<file path="config.mk">
export PLATFORM = sky130hd
export DESIGN_NAME = ldev_dma_irq_router
export DESIGN_NICKNAME = d
export VERILOG_FILES = /design/src/rtl/ldr_pkg.sv /design/src/rtl/ldr_cfg_regs.sv /design/src/rtl/ldr_dev_gate.sv /design/src/rtl/ldr_chan_arb.sv /design/src/rtl/ldev_dma_irq_router.sv
export SDC_FILE = /design/constraint.sdc
export NUM_CORES = 1
export LEC_CHECK = 0
export ABC_AREA = 1
export CAP_MARGIN = 20
export CORE_UTILIZATION = 43
export CTS_BUF_LIST = sky130_fd_sc_hd__clkbuf_8
export CTS_CLUSTER_DIAMETER = 80
export CTS_CLUSTER_SIZE = 10
export DETAILED_ROUTE_END_ITERATION = 12
export PLACE_DENSITY = 0.86
export SYNTH_ARGS = -nofsm -noshare
export SYNTH_HDL_FRONTEND = slang
export SYNTH_SLANG_ARGS = --single-unit
</file>
<file path="constraint.sdc">
create_clock -name clk -period 1.5 [get_ports clk]
set_input_delay 0.3 -clock clk [delete_from_list [all_inputs] [get_ports clk]]
set_output_delay 0.3 -clock clk [all_outputs]
set_load 0.02 [all_outputs]
</file>
<file path="src/rtl/ldr_pkg.sv">
package ldr_pkg;
    localparam int NDEV  = 4;
    localparam int NCH   = 4;
    localparam int SELW  = 3;
    localparam int DEVW  = $clog2(NDEV);
    localparam int IDXW  = 8;

    localparam logic [IDXW-1:0] IDX_LDN = 8'h07;
    localparam logic [IDXW-1:0] IDX_ACT = 8'h30;
    localparam logic [IDXW-1:0] IDX_SEL = 8'h74;
    localparam logic [SELW-1:0] SEL_NONE = 3'd4;

    typedef enum logic [DEVW-1:0] {
        DEV_FDC = 2'd0,
        DEV_PP  = 2'd1,
        DEV_SPA = 2'd2,
        DEV_SPB = 2'd3
    } dev_id_e;

    typedef struct packed {
        logic [IDXW-1:0]            index;
        logic [DEVW-1:0]            ldn;
        logic [NDEV-1:0][SELW-1:0]  sel;
        logic [NDEV-1:0]            act;
    } cfg_state_t;
endpackage

</file>
<file path="src/rtl/ldr_cfg_regs.sv">
module ldr_cfg_regs
    import ldr_pkg::*;
(
    input  logic                       clk,
    input  logic                       rst_n,
    input  logic                       cfg_wr,
    input  logic                       cfg_addr,
    input  logic [IDXW-1:0]            cfg_wdata,
    output logic [IDXW-1:0]            cfg_rdata,
    output logic [NDEV-1:0][SELW-1:0]  sel_codes,
    output logic [NDEV-1:0]            act_bits
);
    cfg_state_t st_d, st_q;

    always_comb begin
        st_d = st_q;
        if (cfg_wr) begin
            if (!cfg_addr) begin
                st_d.index = cfg_wdata;
            end else begin
                unique case (st_q.index)
                    IDX_LDN: st_d.ldn = cfg_wdata[DEVW-1:0];
                    IDX_ACT: st_d.act[st_q.ldn] = cfg_wdata[0];
                    IDX_SEL: st_d.sel[st_q.ldn] = cfg_wdata[SELW-1:0];
                    default: ;
                endcase
            end
        end
    end

    always_ff @(posedge clk or negedge rst_n) begin
        if (!rst_n) begin
            st_q.index <= '0;
            st_q.ldn   <= '0;
            st_q.act   <= '0;
            for (int d = 0; d < NDEV; d++) st_q.sel[d] <= SEL_NONE;
        end else begin
            st_q <= st_d;
        end
    end

    always_comb begin
        cfg_rdata = '0;
        if (!cfg_addr) begin
            cfg_rdata = st_q.index;
        end else begin
            case (st_q.index)
                IDX_LDN: cfg_rdata[DEVW-1:0] = st_q.ldn;
                IDX_ACT: cfg_rdata[0]        = st_q.act[st_q.ldn];
                IDX_SEL: cfg_rdata[SELW-1:0] = st_q.sel[st_q.ldn];
                default: cfg_rdata = '0;
            endcase
        end
    end

    assign sel_codes = st_q.sel;
    assign act_bits  = st_q.act;

    // a select write stores exactly three bits for the addressed device
    p_sel_store_r2: assert property (@(posedge clk) disable iff (!rst_n)
        (cfg_wr && cfg_addr && st_q.index == IDX_SEL)
        |=> st_q.sel[$past(st_q.ldn)] == $past(cfg_wdata[SELW-1:0]));

    // index port writes land in the index register
    p_index_store_r1: assert property (@(posedge clk) disable iff (!rst_n)
        (cfg_wr && !cfg_addr) |=> st_q.index == $past(cfg_wdata));
endmodule

</file>
<file path="src/rtl/ldr_dev_gate.sv">
module ldr_dev_gate
    import ldr_pkg::*;
(
    input  logic [NDEV-1:0][SELW-1:0]  sel_codes,
    input  logic [NDEV-1:0]            act_bits,
    input  logic [NDEV-1:0]            base_ok,
    input  logic                       fdc_dma_en,
    input  logic                       fdc_pwrdn,
    input  logic                       pp_ecp_mode,
    input  logic                       pp_ecr_dma_en,
    input  logic                       pp_irq_en,
    input  logic [1:0]                 sp_out2,
    input  logic                       sp2_dma_en,
    output logic [NDEV-1:0]            dma_live,
    output logic [NDEV-1:0]            irq_live
);
    logic [NDEV-1:0] present;
    logic [NDEV-1:0] code_ok;
    logic [NDEV-1:0] local_dma;
    logic [NDEV-1:0] local_irq;

    for (genvar d = 0; d < NDEV; d++) begin : g_dev
        assign present[d] = act_bits[d] & base_ok[d];
        assign code_ok[d] = (sel_codes[d] < SELW'(NCH));
    end

    always_comb begin
        local_dma = '0;
        local_irq = '0;
        local_dma[DEV_FDC] = fdc_dma_en & ~fdc_pwrdn;
        local_irq[DEV_FDC] = fdc_dma_en & ~fdc_pwrdn;
        local_dma[DEV_PP]  = pp_ecp_mode & pp_ecr_dma_en;
        local_irq[DEV_PP]  = pp_ecp_mode | pp_irq_en;
        local_dma[DEV_SPA] = 1'b0;
        local_irq[DEV_SPA] = sp_out2[0];
        local_dma[DEV_SPB] = sp2_dma_en;
        local_irq[DEV_SPB] = sp_out2[1];
    end

    assign dma_live = present & code_ok & local_dma;
    assign irq_live = present & local_irq;
endmodule

</file>
<file path="src/rtl/ldr_chan_arb.sv">
module ldr_chan_arb
    import ldr_pkg::*;
(
    input  logic [NDEV-1:0]            dma_live,
    input  logic [NDEV-1:0][SELW-1:0]  sel_codes,
    input  logic [NDEV-1:0]            dev_drq,
    input  logic [NCH-1:0]             chan_dack,
    output logic [NCH-1:0]             chan_drq,
    output logic [NCH-1:0]             chan_drq_oe,
    output logic [NDEV-1:0]            dev_dack,
    output logic                       conflict
);
    logic [NCH-1:0][NDEV-1:0] want;
    logic [NCH-1:0][NDEV-1:0] win;
    logic [NCH-1:0]           multi;

    for (genvar c = 0; c < NCH; c++) begin : g_ch
        for (genvar d = 0; d < NDEV; d++) begin : g_req
            assign want[c][d] = dma_live[d] && (sel_codes[d] == SELW'(c));
        end

        always_comb begin
            win[c] = '0;
            for (int d = NDEV - 1; d >= 0; d--) begin
                if (want[c][d]) win[c] = NDEV'(1) << d;
            end
        end

        assign chan_drq_oe[c] = |want[c];
        assign chan_drq[c]    = |(win[c] & dev_drq);
        assign multi[c]       = ($countones(want[c]) > 1);
    end

    always_comb begin
        dev_dack = '0;
        for (int d = 0; d < NDEV; d++) begin
            for (int c = 0; c < NCH; c++) begin
                if (win[c][d] && chan_dack[c]) dev_dack[d] = 1'b1;
            end
        end
    end

    assign conflict = |multi;
endmodule

</file>
<file path="src/rtl/ldev_dma_irq_router.sv">
module ldev_dma_irq_router
    import ldr_pkg::*;
(
    input  logic              clk,
    input  logic              rst_n,
    input  logic              cfg_wr,
    input  logic              cfg_addr,
    input  logic [7:0]        cfg_wdata,
    output logic [7:0]        cfg_rdata,
    input  logic [3:0]        dev_base_ok,
    input  logic              fdc_dma_en,
    input  logic              fdc_pwrdn,
    input  logic              pp_ecp_mode,
    input  logic              pp_ecr_dma_en,
    input  logic              pp_irq_en,
    input  logic [1:0]        sp_out2,
    input  logic              sp2_dma_en,
    input  logic [3:0]        dev_drq,
    input  logic [3:0]        dev_irq,
    input  logic [3:0]        chan_dack,
    output logic [3:0]        chan_drq,
    output logic [3:0]        chan_drq_oe,
    output logic [3:0]        dev_dack,
    output logic [3:0]        irq_out,
    output logic [3:0]        irq_oe,
    output logic              chan_conflict
);
    logic [NDEV-1:0][SELW-1:0] sel_codes;
    logic [NDEV-1:0]           act_bits;
    logic [NDEV-1:0]           dma_live;
    logic [NDEV-1:0]           irq_live;

    ldr_cfg_regs u_cfg (
        .clk       (clk),
        .rst_n     (rst_n),
        .cfg_wr    (cfg_wr),
        .cfg_addr  (cfg_addr),
        .cfg_wdata (cfg_wdata),
        .cfg_rdata (cfg_rdata),
        .sel_codes (sel_codes),
        .act_bits  (act_bits)
    );

    ldr_dev_gate u_gate (
        .sel_codes     (sel_codes),
        .act_bits      (act_bits),
        .base_ok       (dev_base_ok),
        .fdc_dma_en    (fdc_dma_en),
        .fdc_pwrdn     (fdc_pwrdn),
        .pp_ecp_mode   (pp_ecp_mode),
        .pp_ecr_dma_en (pp_ecr_dma_en),
        .pp_irq_en     (pp_irq_en),
        .sp_out2       (sp_out2),
        .sp2_dma_en    (sp2_dma_en),
        .dma_live      (dma_live),
        .irq_live      (irq_live)
    );

    ldr_chan_arb u_arb (
        .dma_live    (dma_live),
        .sel_codes   (sel_codes),
        .dev_drq     (dev_drq),
        .chan_dack   (chan_dack),
        .chan_drq    (chan_drq),
        .chan_drq_oe (chan_drq_oe),
        .dev_dack    (dev_dack),
        .conflict    (chan_conflict)
    );

    assign irq_oe  = irq_live;
    assign irq_out = dev_irq & irq_live;

    // a powered-down or DMA-disabled floppy neither interrupts nor sees acks
    p_fdc_off_r8: assert property (@(posedge clk) disable iff (!rst_n)
        (fdc_pwrdn || !fdc_dma_en) |-> (!irq_oe[0] && !dev_dack[0]));

    // serial interrupts float whenever OUT2 is clear
    p_out2_gate_r9: assert property (@(posedge clk) disable iff (!rst_n)
        (!sp_out2[0] |-> !irq_oe[2]) and (!sp_out2[1] |-> !irq_oe[3]));

    // SPP/EPP parallel interrupt needs its enable bit
    p_pp_irq_r10: assert property (@(posedge clk) disable iff (!rst_n)
        (!pp_ecp_mode && !pp_irq_en) |-> !irq_oe[1]);

    // an inactive device is fully cut off
    p_inactive_r11: assert property (@(posedge clk) disable iff (!rst_n)
        !(act_bits[0] && dev_base_ok[0]) |-> (!irq_oe[0] && !dev_dack[0]));

    // a driven channel always has a live device choosing it
    p_oe_has_owner_r7: assert property (@(posedge clk) disable iff (!rst_n)
        chan_drq_oe[2] |-> ((dma_live[0] && sel_codes[0] == 3'd2) ||
                            (dma_live[1] && sel_codes[1] == 3'd2) ||
                            (dma_live[3] && sel_codes[3] == 3'd2)));

    // an acknowledged device holds a driven channel that is acked
    p_dack_owner_r13: assert property (@(posedge clk) disable iff (!rst_n)
        dev_dack[3] |-> (sel_codes[3] < 3'd4 && chan_drq_oe[sel_codes[3][1:0]]
                         && chan_dack[sel_codes[3][1:0]]));

    // the first serial port never drives a channel of its own
    p_spa_no_dma_r6: assert property (@(posedge clk) disable iff (!rst_n)
        !dev_dack[2]);
endmodule

</file>
==> After elaboration in Yosys (flattened, before gate mapping) <==
Cells that the tools add are included.
{ "classes": {"mul": 0, "n_bitwise": 17, "order_cmp": 10, "div": 0, "n_addsub": 12, "mux": 46, "shift": 0, "n_reduce_logical": 50, "n_eq_ne": 15} }
{ "ops": {"columns": ["cell", "n"], "rows": [
  ["$add A32 B32 Y32", 4],
  ["$gt A32 B2 Y1 const B", 4],
  ["$mux W4", 16],
  ["$reduce_or A4 Y1", 9],
  ["$logic_and A1 B1 Y1", 33],
  ["$and A4 B4 Y4", 8],
  ["$eq A3 B2 Y1 const B", 8],
  ["$mux W1", 19],
  ["$add A1 B1 Y2", 8],
  ["$bwmux W12", 1],
  ["$eq A3 B1 Y1 const B", 4],
  ["$logic_not A3 Y1", 4],
  ["$lt A3 B3 Y1 const B", 4],
  ["$reduce_and A3 Y1", 3],
  ["$eq A8 B3 Y1 const B", 1],
  ["$eq A8 B6 Y1 const B", 1],
  ["$eq A8 B7 Y1 const B", 1],
  ["$mux W8", 1],
  ["$and A1 B1 Y1", 6],
  ["$bmux W3 S2", 1],
  ["$demux W3 S2", 1],
  ["$mux W3", 2],
  ["$bwmux W4", 1],
  ["$lt A2 B3 Y1 const B", 1],
  ["other kinds (8)", 9]
]} }
{ "totals": {"romBits": 0, "input_bits": 36, "out_inout_bits": 29, "latchBits": 0, "mem_count": 0, "register_bits": 26, "ramBits": 0} }

==> Longest topological paths before layout <==
Gate-level depths: netlist (run 1).
{ "logic_depth": {"word_depth": 13, "mapped_depth": 9, "mapped_depth_nobuf": 9} }

==> Modules after synthesis <==
A second synthesis (run 1) with hierarchy kept.
{ "hier_totals": {"hier_cells": 379, "area_unflattened_um2": 2432.3} }
{ "modules_own_cells": {"columns": ["mod", "seq_area_each_um2", "cells_per_inst", "area_each_um2", "n_inst"], "rows": [
  ["ldr_cfg_regs", 655.6, 195, 1502.7, 1],
  ["ldr_chan_arb", 0.0, 157, 815.8, 1],
  ["ldr_dev_gate", 0.0, 19, 83.8, 1],
  ["ldev_dma_irq_router", 0.0, 8, 30.0, 1]
]} }

==> Worst setup path after synthesis (run 1) <==
Ideal clock, no wire load.
{ "synth_path": {"path_type": "register to output", "startpoint": "register u_cfg.st_q, in the netlist u_cfg.sel_codes[2]", "endpoint": "output port chan_conflict", "path_slack_ps": -307, "t_required_ps": 1200, "stages_incl_launch_ff": 7, "arrival_ps": 1507, "path_cell_list": "dfstp_2 nor2_1 nand3_1 inv_1 ha_1 nor4_1 nand4_1"} }
{ "synth_via": {"elab_chain_cells": 8, "elab_cells_between_ends": 24, "classes_between": "add/sub: 8; order compare: 5; eq/ne: 3; bitwise: 2; reduce/logical: 6"} }
{ "synth_rtl": {"columns": ["element", "line", "text"], "rows": [
  ["start: declaration", "ldr_cfg_regs.sv:13", "cfg_state_t st_d, st_q;"],
  ["start signal: assignment", "ldr_cfg_regs.sv:38", "st_q <= st_d;"],
  ["$lt A3 B3 Y1", "ldr_dev_gate.sv:24", "assign code_ok[d] = (sel_codes[d] < SELW'(NCH));"],
  ["$and A4 B4 Y4 (2 in a row)", "ldr_dev_gate.sv:40", "assign dma_live = present & code_ok & local_dma;"],
  ["$logic_and A1 B1 Y1", "ldr_chan_arb.sv:19", "assign want[c][d] = dma_live[d] && (sel_codes[d] == SELW'(c));"],
  ["$add A1 B1 Y2 (not written as such)", "ldr_chan_arb.sv:31", "assign multi[c] = ($countones(want[c]) > 1);"],
  ["$add A32 B32 Y32 (not written as such)", "ldr_chan_arb.sv:31", null],
  ["$gt A32 B2 Y1", "ldr_chan_arb.sv:31", null],
  ["$reduce_or A4 Y1 *", "ldr_chan_arb.sv:43", "assign conflict = |multi;"],
  ["end: declaration", "ldev_dma_irq_router.sv:26", "output logic chan_conflict"]
]} }
Mark *: on every way between the ends. The rest lies on a longest branch, timed or not.

==> Worst setup path after layout (run 1) <==
{ "layout_path": {"startpoint": "register u_cfg.st_q, in the netlist u_cfg.sel_codes[5]", "endpoint": "output port dev_dack[3]"} }
{ "layout_via": {"elab_chain_cells": 11, "elab_cells_between_ends": 27, "classes_between": "order compare: 1; eq/ne: 3; mux: 12; bitwise: 2; reduce/logical: 9"} }
{ "layout_rtl": {"columns": ["element", "line", "text"], "rows": [
  ["$lt A3 B3 Y1", "ldr_dev_gate.sv:24", null],
  ["$and A4 B4 Y4 (2 in a row)", "ldr_dev_gate.sv:40", null],
  ["$logic_and A1 B1 Y1", "ldr_chan_arb.sv:19", null],
  ["$mux W4 (2 in a row)", "ldr_chan_arb.sv:25", "if (want[c][d]) win[c] = NDEV'(1) << d;"],
  ["$logic_and A1 B1 Y1", "ldr_chan_arb.sv:38", "if (win[c][d] && chan_dack[c]) dev_dack[d] = 1'b1;"],
  ["$mux W1 (3 in a row)", "ldr_chan_arb.sv:38", null],
  ["$mux W1 *", "ldr_chan_arb.sv:38", null],
  ["end: declaration", "ldev_dma_irq_router.sv:23", "output logic [3:0] dev_dack,"]
]} }
Marks and branches as above.

==> run summary, run 1 <==
status: finished with violations
failing checks: negative setup slack
grt total ovfl: 0
via count: 2871
CP endpoint kind: primary output
Crit Reg-Reg Startpoint: u_cfg.st_q[19]
Initial Utilization: 45.4%
Clock Tree Root: clkbuf_8
synthesized area: 2000 sq um
Crit path required time: 1.20 ns
overall routed net length: 8960 microns
pins over their slew limit: 0
Die ar.: 4940 sq um
Pwr per Cell Area: 473 nW/um^2
Post-Synthesis Cells: 312
YS warnings: 0
PortBufs: 62
final period utilization: 162%
most common cell after layout, fill and taps aside: nand2_1
worst setup path end: dev_dack[3]
Final nets: 498
TritonCTS Sinks: 26
Core Util, Final: 85.7%
Hold Buf Count CTS: 0
ys flop type: dfrtp_1
initial antenna violation count: 0
DR pass1 iterations: 5
Layout Skew: 0.00235 ns
maximum vdd drop: 0.000453 V
DR iter-0 viols: 187
fmax: 412 MHz
setup violators final: 23
Design Area, Final: 3780 sq um
area grow syn2layout: 88.8%
final worst setup slack: -0.928 ns
CP max FO: 5
Yosys reg bits: 26
layout cells sized above 1: 48.6%
ANT nets after route: 0
clock slew at reported path FFs: 0.09 ns
RR Endpoint: u_cfg.sel_codes[0]
largest net degree at the start of global routing: 27
GPL Wtd Cong: 0.910
H-Tree Level Count: 1
Synth Area per Inst: 6.42 sq um
RSZ-0062 raised after global routing: yes
vias in the first global route: 2674
Cell variety after synth: 26
fin crit period: 2.43 ns
worst reg2reg path depth: 7
cts bufs inserted: 3
Post-synth ARST share: 100%
static leakage power: 1.84 nW
XOR/XNOR Fraction of Synth Area: 0%
number of synthesized flops with an enable pin: 0
Die Ht: 70.3 microns
CP Class: reg -> out
Final TNS setup: -8.89 ns
Clock Path Buffers: 2
compound-cell area share of the yosys netlist: 9.43%
DP Area: 3140 sq um
post-synthesis mux area share: 0%
post-DP HPWL: 4500 microns
Fillers: 202
Top Ports: 65
Max-Cap Viols: 0
crit path from: u_cfg.sel_codes[5]
sequential fraction of the synthesis area: 32.7%
die width: 70.3 microns
largest family of logic cells by synthesized area: simple AND/OR/NAND/NOR gates
Critical Path Source Type: flop
vias per cell: 5.73
CORE AREA: 4410 sq um
Power Total: 1.79 mW
most frequent cells in the layout: nand2_1 (69), buf_4 (65), nor2_1 (33)
first-pass GRT wire length: 11900 microns
GRT Total Usage: 30.0%
r2r setup slk: -0.05 ns
Inserted Diodes: 0
Worst EP arrival: 2.13 ns
Syn Nets: 360
Clock Latency Late Sink: 0.27 ns
Worst Hold Class: in -> async
FP Rows: 24
CTS tree: built
final hold violations: 0
DR WL/cell: 17.9 microns
Post-Synth Adder-Cell Area: 7.50%
drt drc: 0
Post-Synth Simple-Gate Area: 40.4%
## cell families after synthesis
kind of cell / after synthesis
simple gates: 186
buf+inv: 50
compound gates: 37
flops: 26
fa+ha+maj: 12
other cells: 1
## metrics by stage
| step | hold slack, ns | setup slack [ns] | std cells |
|---|---|---|---|
| final | 0.392 | -0.928 | 501 |
| after global routing | 0.426 | -1.03 | 501 |
| after CTS | 0.402 | -0.692 | 496 |
| after detailed placement | 0.499 | -1.15 | 477 |
| after global placement | 0.480 | -1.08 | 477 |
| after floorplan | 0.00441 | -0.260 | 312 |
## layout make-up
class | instances | area, sq um | area share, %
multi-input cells | 236 | 1610 | 42.7
flip-flops and latches | 26 | 663 | 17.5
repair buffers | 137 | 1200 | 31.9
inverters | 46 | 180 | 4.77
clock buffers | 4 | 55.1 | 1.46
well taps | 52 | 65.1 | 1.72
## synthesized netlist by cell type (all sizes together), types with 3 or more instances
master / instances / area [sq um]
a21oi: 5 / 25.0
buf: 4 / 22.5
dfrtp: 22 / 551
dfstp: 4 / 105
ha: 12 / 150
inv: 46 / 173
nand2: 92 / 358
nand3: 25 / 125
nand4: 8 / 50.1
nor2: 49 / 194
nor3: 6 / 41.3
nor3b: 3 / 22.5
o21ai: 30 / 150
## critical path, cell delays in order, from the launching register on
cell and delay, ns:
dfstp_2 0.43, buf_4 0.15, nor3_4 0.11, nand2_2 0.10, buf_6 0.13, buf_6 0.11, buf_4 0.13, nand3_1 0.06
nor2_1 0.05, nor2_1 0.30, nand2_1 0.12, buf_6 0.15
## metal layers
metal  GRT usage (%)  vias to the layer above  wire length [microns]
li1                -                     1265                      -
met1            31.2                     1330                   2940
met2            57.5                      198                   4640
met3            3.75                       78                    611
met4            16.0                        0                    767
met5               0                        -                      0
## power breakdown
part	switching, mW	internal, mW	leakage (nW)	total, mW
Sequential	0.0448	0.740	0.310	0.785
Combinational	0.286	0.250	1.50	0.535
Clock	0.231	0.235	0.0288	0.467
## registers in the layout, summed over array words and instances (netlist names)
register,cells
u_cfg.sel_codes,12
u_cfg.st_q,10
u_cfg.act_bits,4
## what timing repair did
action,CTS,global route
pin swaps,26,30
buffers inserted,17,11
cloned,0,0
gates resized for setup,227,76
setup endpoints to repair,38,38
## worst min path at each step
stage / slack, ns / to / from / cells after the start
after floorplan: 0.004 / u_cfg.act_bits[0] / rst_n / 0
after global placement: 0.48 / u_cfg.sel_codes[7] / u_cfg.sel_codes[7] / 2
after detailed placement: 0.50 / u_cfg.sel_codes[8] / u_cfg.sel_codes[8] / 2
after CTS: 0.40 / u_cfg.st_q[22] / rst_n / 2
after global routing: 0.43 / u_cfg.sel_codes[10] / rst_n / 2
final: 0.39 / u_cfg.st_q[22] / rst_n / 2
Power figures use the tool's default switching activity.
==> run 2: changes to the inputs <==
- GPL_TIMING_DRIVEN: unset -> 1
==> results of run 2 <==
Same layout as run 1: the final DEF is identical, and so are final timing and power.
==> run 3: changes to the inputs <==
- SLEW_MARGIN: unset -> 20
==> results of run 3 <==
Same layout as run 1: the final DEF is identical, and so are final timing and power.
